## config.mk

```make
export PLATFORM = sky130hd
export DESIGN_NAME = hwloop_ctrl
export DESIGN_NICKNAME = d
export VERILOG_FILES = /design/src/rtl/hwloop_pkg.sv /design/src/rtl/hwloop_lane_mask.sv /design/src/rtl/hwloop_step.sv /design/src/rtl/hwloop_desc_cache.sv /design/src/rtl/hwloop_ctrl.sv
export SDC_FILE = /design/constraint.sdc
export NUM_CORES = 1
export LEC_CHECK = 0
export ABC_CLOCK_PERIOD_IN_PS = 8730
export BUFFER_PORTS_ARGS = -buffer_cell sky130_fd_sc_hd__buf_2
export CAP_MARGIN = 20
export CORE_MARGIN = 8
export CORE_UTILIZATION = 50
export DETAILED_ROUTE_END_ITERATION = 6
export PLACE_DENSITY = 0.77
export SLEW_MARGIN = 10
export SYNTH_ARGS = -nofsm -noshare
export SYNTH_HDL_FRONTEND = slang
export SYNTH_SLANG_ARGS = --single-unit
```

## constraint.sdc

```tcl
create_clock -name clk_i -period 8.73 [get_ports clk_i]
set_clock_uncertainty 0.05 [all_clocks]
set_input_delay 0.873 -clock clk_i [delete_from_list [all_inputs] [get_ports clk_i]]
set_output_delay 0.873 -clock clk_i [all_outputs]
set_load 0.03 [all_outputs]
```

## src/rtl/hwloop_pkg.sv

```systemverilog
package hwloop_pkg;
  typedef enum logic [1:0] {
    MODE_WHILE    = 2'd0,
    MODE_DO       = 2'd1,
    MODE_WHILE_TP = 2'd2,
    MODE_DO_TP    = 2'd3
  } loop_mode_e;

  function automatic logic mode_is_do(logic [1:0] m);
    return m[0];
  endfunction

  function automatic logic mode_is_tail(logic [1:0] m);
    return m[1];
  endfunction
endpackage

```

## src/rtl/hwloop_lane_mask.sv

```systemverilog
module hwloop_lane_mask #(
  parameter int CNT_W     = 16,
  parameter int VEC_BYTES = 16
) (
  input  logic [CNT_W-1:0]     count_i,
  input  logic [1:0]           esize_i,
  input  logic                 tail_i,
  output logic [VEC_BYTES-1:0] mask_o
);
  localparam int LB = $clog2(VEC_BYTES);

  logic [CNT_W-1:0] lanes;
  logic [CNT_W-1:0] live_lanes;
  logic [LB:0]      live_bytes;

  always_comb begin
    lanes      = CNT_W'(VEC_BYTES >> esize_i);
    live_lanes = (count_i >= lanes) ? lanes : count_i;
    live_bytes = (LB+1)'(live_lanes << esize_i);
  end

  for (genvar b = 0; b < VEC_BYTES; b++) begin : g_bit
    assign mask_o[b] = !tail_i || ((LB+1)'(b) < live_bytes);
  end
endmodule

```

## src/rtl/hwloop_step.sv

```systemverilog
module hwloop_step #(
  parameter int CNT_W     = 16,
  parameter int VEC_BYTES = 16
) (
  input  logic [CNT_W-1:0] count_i,
  input  logic [1:0]       esize_i,
  input  logic             tail_i,
  output logic [CNT_W-1:0] next_o,
  output logic             done_o
);
  logic [CNT_W-1:0] step;

  always_comb begin
    step   = tail_i ? CNT_W'(VEC_BYTES >> esize_i) : CNT_W'(1);
    done_o = (count_i <= step);
    next_o = done_o ? '0 : (count_i - step);
  end
endmodule

```

## src/rtl/hwloop_desc_cache.sv

```systemverilog
module hwloop_desc_cache #(
  parameter int ADDR_W = 32
) (
  input  logic              clk_i,
  input  logic              rst_ni,
  input  logic              clear_i,
  input  logic              load_i,
  input  logic [ADDR_W-1:0] body_i,
  input  logic [ADDR_W-1:0] end_i,
  input  logic              fetch_valid_i,
  input  logic [ADDR_W-1:0] fetch_pc_i,
  output logic              valid_o,
  output logic              hit_o,
  output logic [ADDR_W-1:0] body_o,
  output logic [ADDR_W-1:0] end_o
);
  always_ff @(posedge clk_i or negedge rst_ni) begin
    if (!rst_ni) begin
      valid_o <= 1'b0;
      body_o  <= '0;
      end_o   <= '0;
    end else if (clear_i) begin
      valid_o <= 1'b0;
    end else if (load_i) begin
      valid_o <= 1'b1;
      body_o  <= body_i;
      end_o   <= end_i;
    end
  end

  assign hit_o = valid_o && fetch_valid_i && (fetch_pc_i == end_o);
endmodule

```

## src/rtl/hwloop_ctrl.sv

```systemverilog
module hwloop_ctrl #(
  parameter int CNT_W       = 16,
  parameter int ADDR_W      = 32,
  parameter int VEC_BYTES   = 16,
  parameter int INSTR_BYTES = 4
) (
  input  logic                 clk_i,
  input  logic                 rst_ni,
  input  logic                 start_i,
  input  logic [1:0]           start_mode_i,
  input  logic [1:0]           start_esize_i,
  input  logic [CNT_W-1:0]     start_count_i,
  input  logic [ADDR_W-1:0]    start_body_i,
  input  logic [ADDR_W-1:0]    start_end_i,
  input  logic                 end_i,
  input  logic [ADDR_W-1:0]    end_body_i,
  input  logic [ADDR_W-1:0]    end_pc_i,
  input  logic                 fetch_valid_i,
  input  logic [ADDR_W-1:0]    fetch_pc_i,
  input  logic                 flush_i,
  output logic                 redirect_o,
  output logic [ADDR_W-1:0]    redirect_pc_o,
  output logic [CNT_W-1:0]     count_o,
  output logic [VEC_BYTES-1:0] pred_o,
  output logic                 active_o,
  output logic                 cached_o
);
  import hwloop_pkg::*;

  localparam logic [ADDR_W-1:0] NEXT_OFS = ADDR_W'(INSTR_BYTES);

  logic                 tail_q;
  logic [1:0]           esize_q;
  logic [VEC_BYTES-1:0] start_mask, step_mask;
  logic [CNT_W-1:0]     step_next;
  logic                 step_done;
  logic                 hit;
  logic [ADDR_W-1:0]    c_body, c_end;
  logic                 ev_start, ev_end, ev_hit, ev_iter, start_skip;
  logic                 unused_body;

  assign unused_body = ^start_body_i;

  always_comb begin
    ev_start   = !flush_i && start_i;
    ev_end     = !flush_i && !start_i && end_i && active_o;
    ev_hit     = !flush_i && !start_i && !end_i && hit;
    ev_iter    = ev_end || ev_hit;
    start_skip = !mode_is_do(start_mode_i) && (start_count_i == '0);
  end

  hwloop_lane_mask #(.CNT_W(CNT_W), .VEC_BYTES(VEC_BYTES)) u_start_mask (
    .count_i (start_count_i),
    .esize_i (start_esize_i),
    .tail_i  (mode_is_tail(start_mode_i)),
    .mask_o  (start_mask)
  );

  hwloop_step #(.CNT_W(CNT_W), .VEC_BYTES(VEC_BYTES)) u_step (
    .count_i (count_o),
    .esize_i (esize_q),
    .tail_i  (tail_q),
    .next_o  (step_next),
    .done_o  (step_done)
  );

  hwloop_lane_mask #(.CNT_W(CNT_W), .VEC_BYTES(VEC_BYTES)) u_step_mask (
    .count_i (step_next),
    .esize_i (esize_q),
    .tail_i  (tail_q),
    .mask_o  (step_mask)
  );

  hwloop_desc_cache #(.ADDR_W(ADDR_W)) u_cache (
    .clk_i         (clk_i),
    .rst_ni        (rst_ni),
    .clear_i       (flush_i || ev_start || (ev_iter && step_done)),
    .load_i        (ev_end && !step_done),
    .body_i        (end_body_i),
    .end_i         (end_pc_i),
    .fetch_valid_i (fetch_valid_i),
    .fetch_pc_i    (fetch_pc_i),
    .valid_o       (cached_o),
    .hit_o         (hit),
    .body_o        (c_body),
    .end_o         (c_end)
  );

  always_ff @(posedge clk_i or negedge rst_ni) begin
    if (!rst_ni) begin
      count_o       <= '0;
      pred_o        <= '1;
      active_o      <= 1'b0;
      tail_q        <= 1'b0;
      esize_q       <= '0;
      redirect_o    <= 1'b0;
      redirect_pc_o <= '0;
    end else begin
      redirect_o <= 1'b0;
      if (ev_start) begin
        tail_q   <= mode_is_tail(start_mode_i);
        esize_q  <= start_esize_i;
        count_o  <= start_count_i;
        pred_o   <= start_mask;
        active_o <= !start_skip;
        if (start_skip) begin
          redirect_o    <= 1'b1;
          redirect_pc_o <= start_end_i + NEXT_OFS;
        end
      end else if (ev_iter) begin
        count_o  <= step_next;
        pred_o   <= step_mask;
        active_o <= !step_done;
        if (ev_end && !step_done) begin
          redirect_o    <= 1'b1;
          redirect_pc_o <= end_body_i;
        end else if (ev_hit) begin
          redirect_o    <= 1'b1;
          redirect_pc_o <= step_done ? (c_end + NEXT_OFS) : c_body;
        end
      end
    end
  end
endmodule

```

Word level (Yosys, flattened, before mapping)
Cells that the tools add are included.

Logic and storage cells: 138. Memory bits (writable): 0. Memories kept: 0. Register bits after elaboration: 134. Latch bits: 0. ROM bits: 0. Output and inout port bits: 67.

Bitwise operators: 1. Multiply operators: 0. Reductions and logical operators: 60. Add/sub/neg operators: 3. Equality and inequality tests: 2. Multiplexer cells: 23. Shift operators: 4. Div/mod/pow operators: 0. $lt $le $gt $ge: 35.

Operators by type and width (count): 2-to-1 mux 32 bit (6); 2-to-1 mux 16 bit (8); < comparator 4 x 5 -> 1 bit, first input constant (16); adder 32 x 3 -> 32 bit, second input constant (2); < comparator 3 x 5 -> 1 bit, first input constant (8); logical OR 1 bit (35); == test 32 bit (1); >= comparator 16 bit (2); left shift 16 x 2 -> 5 bit (2); right shift 5 x 2 -> 16 bit, first input constant (2); < comparator 1 x 5 -> 1 bit, first input constant (4); < comparator 2 x 5 -> 1 bit, first input constant (4); <= comparator 16 bit (1); logical NOT 16 bit (1); subtractor 16 bit (1); logical AND 1 bit (11); 2-to-1 mux 1 bit (9); logical NOT 1 bit (8); nonzero test 2 bit (2); AND reduction 3 bit (1); nonzero test 3 bit (1); != test 2 x 1 -> 1 bit, second input constant (1); AND reduction 2 bit (1); NOT 1 bit (1).

Logic depth before layout (Yosys ltp)
Depth after elaboration: 11. Gate-level depth with buffers: 19. Mapped depth without buffers: 15.

Cells and area by module
A second synthesis with hierarchy kept.

Cells, all modules: 990. Area, all modules: 9370.2 um^2.

By module, submodules not included: hwloop_ctrl (instances 1, area each 5026.1 um^2, cells each 585); hwloop_desc_cache (instances 1, area each 2768.9 um^2, cells each 183); hwloop_lane_mask (instances 2, area each 504.2 um^2, cells each 72); hwloop_step (instances 1, area each 566.8 um^2, cells each 78).

Least setup slack after synthesis
OpenSTA, ideal clock, no wires.

Kind: reg-to-reg. Start point: register esize_q[0]. End point: register pred_o[4]. Slack: 4.115 ns. Stages on the path, launching flop included: 20. Arrival time: 4.483 ns. Cell sequence: dfrtp_1 clkbuf_1 clkbuf_1 and2_1 nand2_1 fa_1 a211o_1 a21oi_1 o21a_1 buf_4 clkbuf_1 nor2_1 ha_1 a21oi_1 and4b_1 a22oi_1 a2111oi_4 buf_4 nand2_1 o31a_1.

Longest elaborated chain between the ends: 11. Elaborated cells on any way between the ends: 12. Those cells by class: 1 x add/sub; 3 x order compare; 2 x shift; 5 x mux; 1 x reduce/logical.

Ends and longest elaborated chain: from (decl) (line hwloop_ctrl.sv:33) `logic [1:0] esize_q;`; from (signal assigned) (line hwloop_ctrl.sv:102) `esize_q <= start_esize_i;`; right shift 5 x 2 -> 16 bit (line hwloop_lane_mask.sv:17, hwloop_step.sv:14); 2-to-1 mux 16 bit (line hwloop_step.sv:14) `step = tail_i ? CNT_W'(VEC_BYTES >> esize_i) : CNT_W'(1);`; subtractor 16 bit / <= comparator 16 bit (equally long branches) (line hwloop_step.sv:16, hwloop_step.sv:15); 2-to-1 mux 16 bit (line hwloop_step.sv:16) `next_o = done_o ? '0 : (count_i - step);`; >= comparator 16 bit (line hwloop_lane_mask.sv:18) `live_lanes = (count_i >= lanes) ? lanes : count_i;`; 2-to-1 mux 16 bit (line hwloop_lane_mask.sv:18); left shift 16 x 2 -> 5 bit (*) (line hwloop_lane_mask.sv:19) `live_bytes = (LB+1)'(live_lanes << esize_i);`; < comparator 3 x 5 -> 1 bit (*) (line hwloop_lane_mask.sv:23) `assign mask_o[b] = !tail_i || ((LB+1)'(b) < live_bytes);`; logical OR 1 bit (*) (line hwloop_lane_mask.sv:23); 2-to-1 mux 16 bit (*) (line hwloop_ctrl.sv:110) `end else if (ev_iter) begin`; 2-to-1 mux 16 bit (*) (line hwloop_ctrl.sv:100) `if (ev_start) begin`; to (signal assigned) (line hwloop_ctrl.sv:104) `pred_o <= start_mask;`; to (signal assigned) (line hwloop_ctrl.sv:112) `pred_o <= step_mask;`; to (decl) (line hwloop_ctrl.sv:24) `output logic [VEC_BYTES-1:0] pred_o,`.

Mark *: on every way between the ends. The rest lies on a longest branch, timed or not. The select of a mux whose other input is x is not followed. A chain may end at the register's enable or synchronous reset.

Worst setup path in the final report
Start point: register esize_q[0]. End point: register pred_o[0].

Longest elaborated chain between the ends: 11. Elaborated cells on any way between the ends: 12. Those cells by class: 1 x add/sub; 3 x order compare; 2 x shift; 5 x mux; 1 x reduce/logical.

Ends and longest elaborated chain (line): right shift 5 x 2 -> 16 bit (hwloop_lane_mask.sv:17, hwloop_step.sv:14); 2-to-1 mux 16 bit (hwloop_step.sv:14); subtractor 16 bit / <= comparator 16 bit (equally long branches) (hwloop_step.sv:16, hwloop_step.sv:15); 2-to-1 mux 16 bit (hwloop_step.sv:16); >= comparator 16 bit (hwloop_lane_mask.sv:18); 2-to-1 mux 16 bit (hwloop_lane_mask.sv:18); left shift 16 x 2 -> 5 bit (*) (hwloop_lane_mask.sv:19); < comparator 1 x 5 -> 1 bit (*) (hwloop_lane_mask.sv:23); logical OR 1 bit (*) (hwloop_lane_mask.sv:23); 2-to-1 mux 16 bit (*) (hwloop_ctrl.sv:110); 2-to-1 mux 16 bit (*) (hwloop_ctrl.sv:100).

Marked as above.

==> summary.txt <==
Run status
  • Status: finished clean

Pwr
  • Pwr per Cell Area: 229 nW/um^2
  • Leakage: 4.60 nW
  • Worst vdd ir: 0.139 mV

Clocking
  • Root buf cell: clkbuf_16
  • Clock Sinks: 134
  • H-tree depth: 4
  • Post-CTS Setup Repair Bufs: 0
  • Total CTS buffers: 17
  • Clock latency on the worst-skew pair: 0.43 ns
  • Clock buffer depth: 2
  • Clock tree from TritonCTS: yes
  • Clk slew on worst S/H paths: 0.06 ns
  • Gates resized, CTS repair: 0
  • CTS hold repair buffers: 0

Route
  • Final WL: 27,800 um
  • Drt via density: 5.82
  • Vias: 8,193
  • Initial DRC count: 583
  • Drc violations: 0
  • TritonRoute pass-1 iters: 5
  • Final ANT Viol Nets: 0
  • Routed len/inst: 19.8 um

STA
  • Hold Vio Cnt, Final: 0
  • Crit share post-route: 55.4%
  • Fin crit period: 4.83 ns
  • RSZ-0062 raised after global routing: false
  • Final Max Tran Viols: 0
  • Max frequency: 207 MHz
  • Setup slack after layout: 3.90 ns
  • Worst-margin pin slew: 1.06 ns
  • Final setup fails: 0
  • Setup TNS: 0 ns
  • Worst rel slew slack: 29.4%

Global route
  • Largest net degree at the start of global routing: 76
  • Vias in the first global route: 7,968
  • Total gr overflow: 0
  • Gr usage total: 24.8%
  • First-pass GRT wire length: 43,500 um
  • Initial antenna violation count: 3

Yosys
  • Register area share after synthesis: 37.8%
  • Syn_nets: 1,181
  • Distinct cells, synth: 64
  • Mapped cell area: 8920 sq um
  • Top FF cell, synth: dfrtp_1
  • Mean Syn Cell Area: 9.10 sq um
  • Synth async-reset ratio: 100%
  • Synth area leaders: dfrtp_1 (33%), mux2_2 (7.8%), xnor2_1 (5.0%)
  • Post-synth EDFFs: 0
  • Syn Inst Count: 980
  • Synth cell count leaders: dfrtp_1 (118), nand2_1 (110), o21ai_0 (69)
  • Count leader, synth: dfrtp_1
  • Top cell type by total area after synthesis: dfrtp_1
  • #FFs+latches synth: 134
  • Ys Warns: 0
  • Yosys top cell area share: 33.1%

Die
  • Area of the die: 22,400 sq um
  • IO Count: 253
  • Die Width: 150 um
  • Core ar.: 17,700 sq um
  • Num rows: 49
  • Die boundary height: 150 um
  • Initial core utilization: 50.3%

Critical path
  • Cells on worst reg2reg path: 14
  • WP data arrival: 5.15 ns
  • Crit Path Category: reg -> reg
  • CP Max Fanout: 18
  • CP Capture Type: register
  • CP startpoint kind: register
  • Critical path data required time: 9.05 ns

Run
  • Max-cap violations: 0

Placed design
  • DP HPWL: 20,800 um
  • Gp weighted congestion: 0.906
  • Pre-CTS WS: 3.97 ns
  • PortBufs: 220

Layout
  • Fillers: 1,563
  • Share of cells above drive strength 1: 31.2%
  • Total Nets Final: 1,367
  • Layout area overhead: 20.5%

Hold path
  • Hold WC Path Type: in -> async
final timing paths:
check,start,end,slack (ns)
setup reg to reg,esize_q[0],pred_o[0],3.90
max in group asynchronous,rst_ni,u_cache.body_o[28],6.90
setup / recovery,esize_q[0],pred_o[0],3.90
min in group clk_i,pred_o[14],pred_o[14],0.41
hold / removal,rst_ni,u_cache.valid_o,0.36
hold reg to reg,pred_o[14],pred_o[14],0.41
cells by family (layout without fill, tap and decap cells):
family,count (synthesis),in the layout,share of synthesized area (%)
compound gates,225,225,16.1
xor+xnor,96,96,9.43
fa+ha+maj,15,15,2.19
buf+inv,81,279,3.75
flops,134,134,37.8
mux,95,95,11.9
other cells,0,1,0
simple gates,334,334,18.8
cell usage in the layout, fill, tap and decap left out, types with 7 or more instances in the layout:
| master | count |
|---|---|
| xor2_1 | 45 |
| nand3_1 | 32 |
| buf_4 | 10 |
| nand2b_1 | 9 |
| clkbuf_16 | 17 |
| nand4_1 | 17 |
| ha_1 | 14 |
| o21ai_0 | 69 |
| nor2b_1 | 11 |
| mux2i_1 | 30 |
| a21oi_1 | 42 |
| nand2_1 | 110 |
| inv_1 | 18 |
| nor2_1 | 66 |
| dfrtp_1 | 118 |
| a31oi_1 | 7 |
| a211oi_1 | 20 |
| nor4_1 | 15 |
| nor3_1 | 16 |
| o22ai_1 | 10 |
| xnor2_1 | 51 |
| mux2_2 | 62 |
| or2_2 | 9 |
| dfstp_2 | 16 |
| o21ai_1 | 8 |
| o211ai_1 | 22 |
| buf_2 | 219 |
| and3_1 | 15 |
state kept, by name, summed over array words and instances (netlist names):
signal / count
count_o: 16
u_cache.end_o: 32
redirect_pc_o: 32
u_cache.valid_o: 1
redirect_o: 1
esize_q: 2
pred_o: 16
u_cache.body_o: 32
tail_q: 1
active_o: 1
metal layers:
| metal | GRT usage (%) | routed length [um] | vias up |
|---|---|---|---|
| li1 | - | - | 3907 |
| met1 | 34.8 | 12700 | 3900 |
| met2 | 37.5 | 12500 | 349 |
| met3 | 5.93 | 2270 | 33 |
| met4 | 6.06 | 366 | 4 |
| met5 | 0 | 24 | - |
cell type report:
cell class / count / area, sq um / share of cell area, %
Multi-Input combinational cell: 765 / 5240 / 48.8
Sequential cell: 134 / 3370 / 31.4
Timing Repair Buffer: 230 / 1180 / 11.0
Antenna cell: 1 / 2.50 / 0.0233
Clock inverter: 10 / 120 / 1.12
Inverter: 18 / 67.6 / 0.629
Clock buffer: 21 / 470 / 4.38
Tap cell: 229 / 287 / 2.67
per-stage QoR:
stage	hold slack [ns]	utilization, %	power [mW]	instances	cell area [sq um]
floorplan	0.423	-	1.46	980	8920
global placement	0.403	57.3	1.71	1376	10200
detailed placement	0.406	57.3	1.74	1376	10200
CTS	0.385	60.6	2.47	1407	10700
global route	0.405	60.7	2.59	1408	10700
finish	0.364	60.7	2.46	1408	10700
critical path: stages (launching register included):
cell,delay [ns]
dfrtp_1,0.70
and2_1,0.24
nand2_1,0.11
fa_1,0.48
a211o_1,0.33
a21oi_1,0.36
o21a_2,0.24
nor2_1,0.08
ha_1,0.30
a21oi_1,0.20
and4b_1,0.27
a22oi_1,0.12
a2111oi_4,0.82
nand3_1,0.21
a22o_1,0.26
report_power, final:
part | internal [mW] | leakage, nW | switching, mW
logic | 0.335 | 2.72 | 0.484
clock network | 0.443 | 0.288 | 0.282
registers | 0.768 | 1.60 | 0.146
Power figures use the tool's default switching activity.
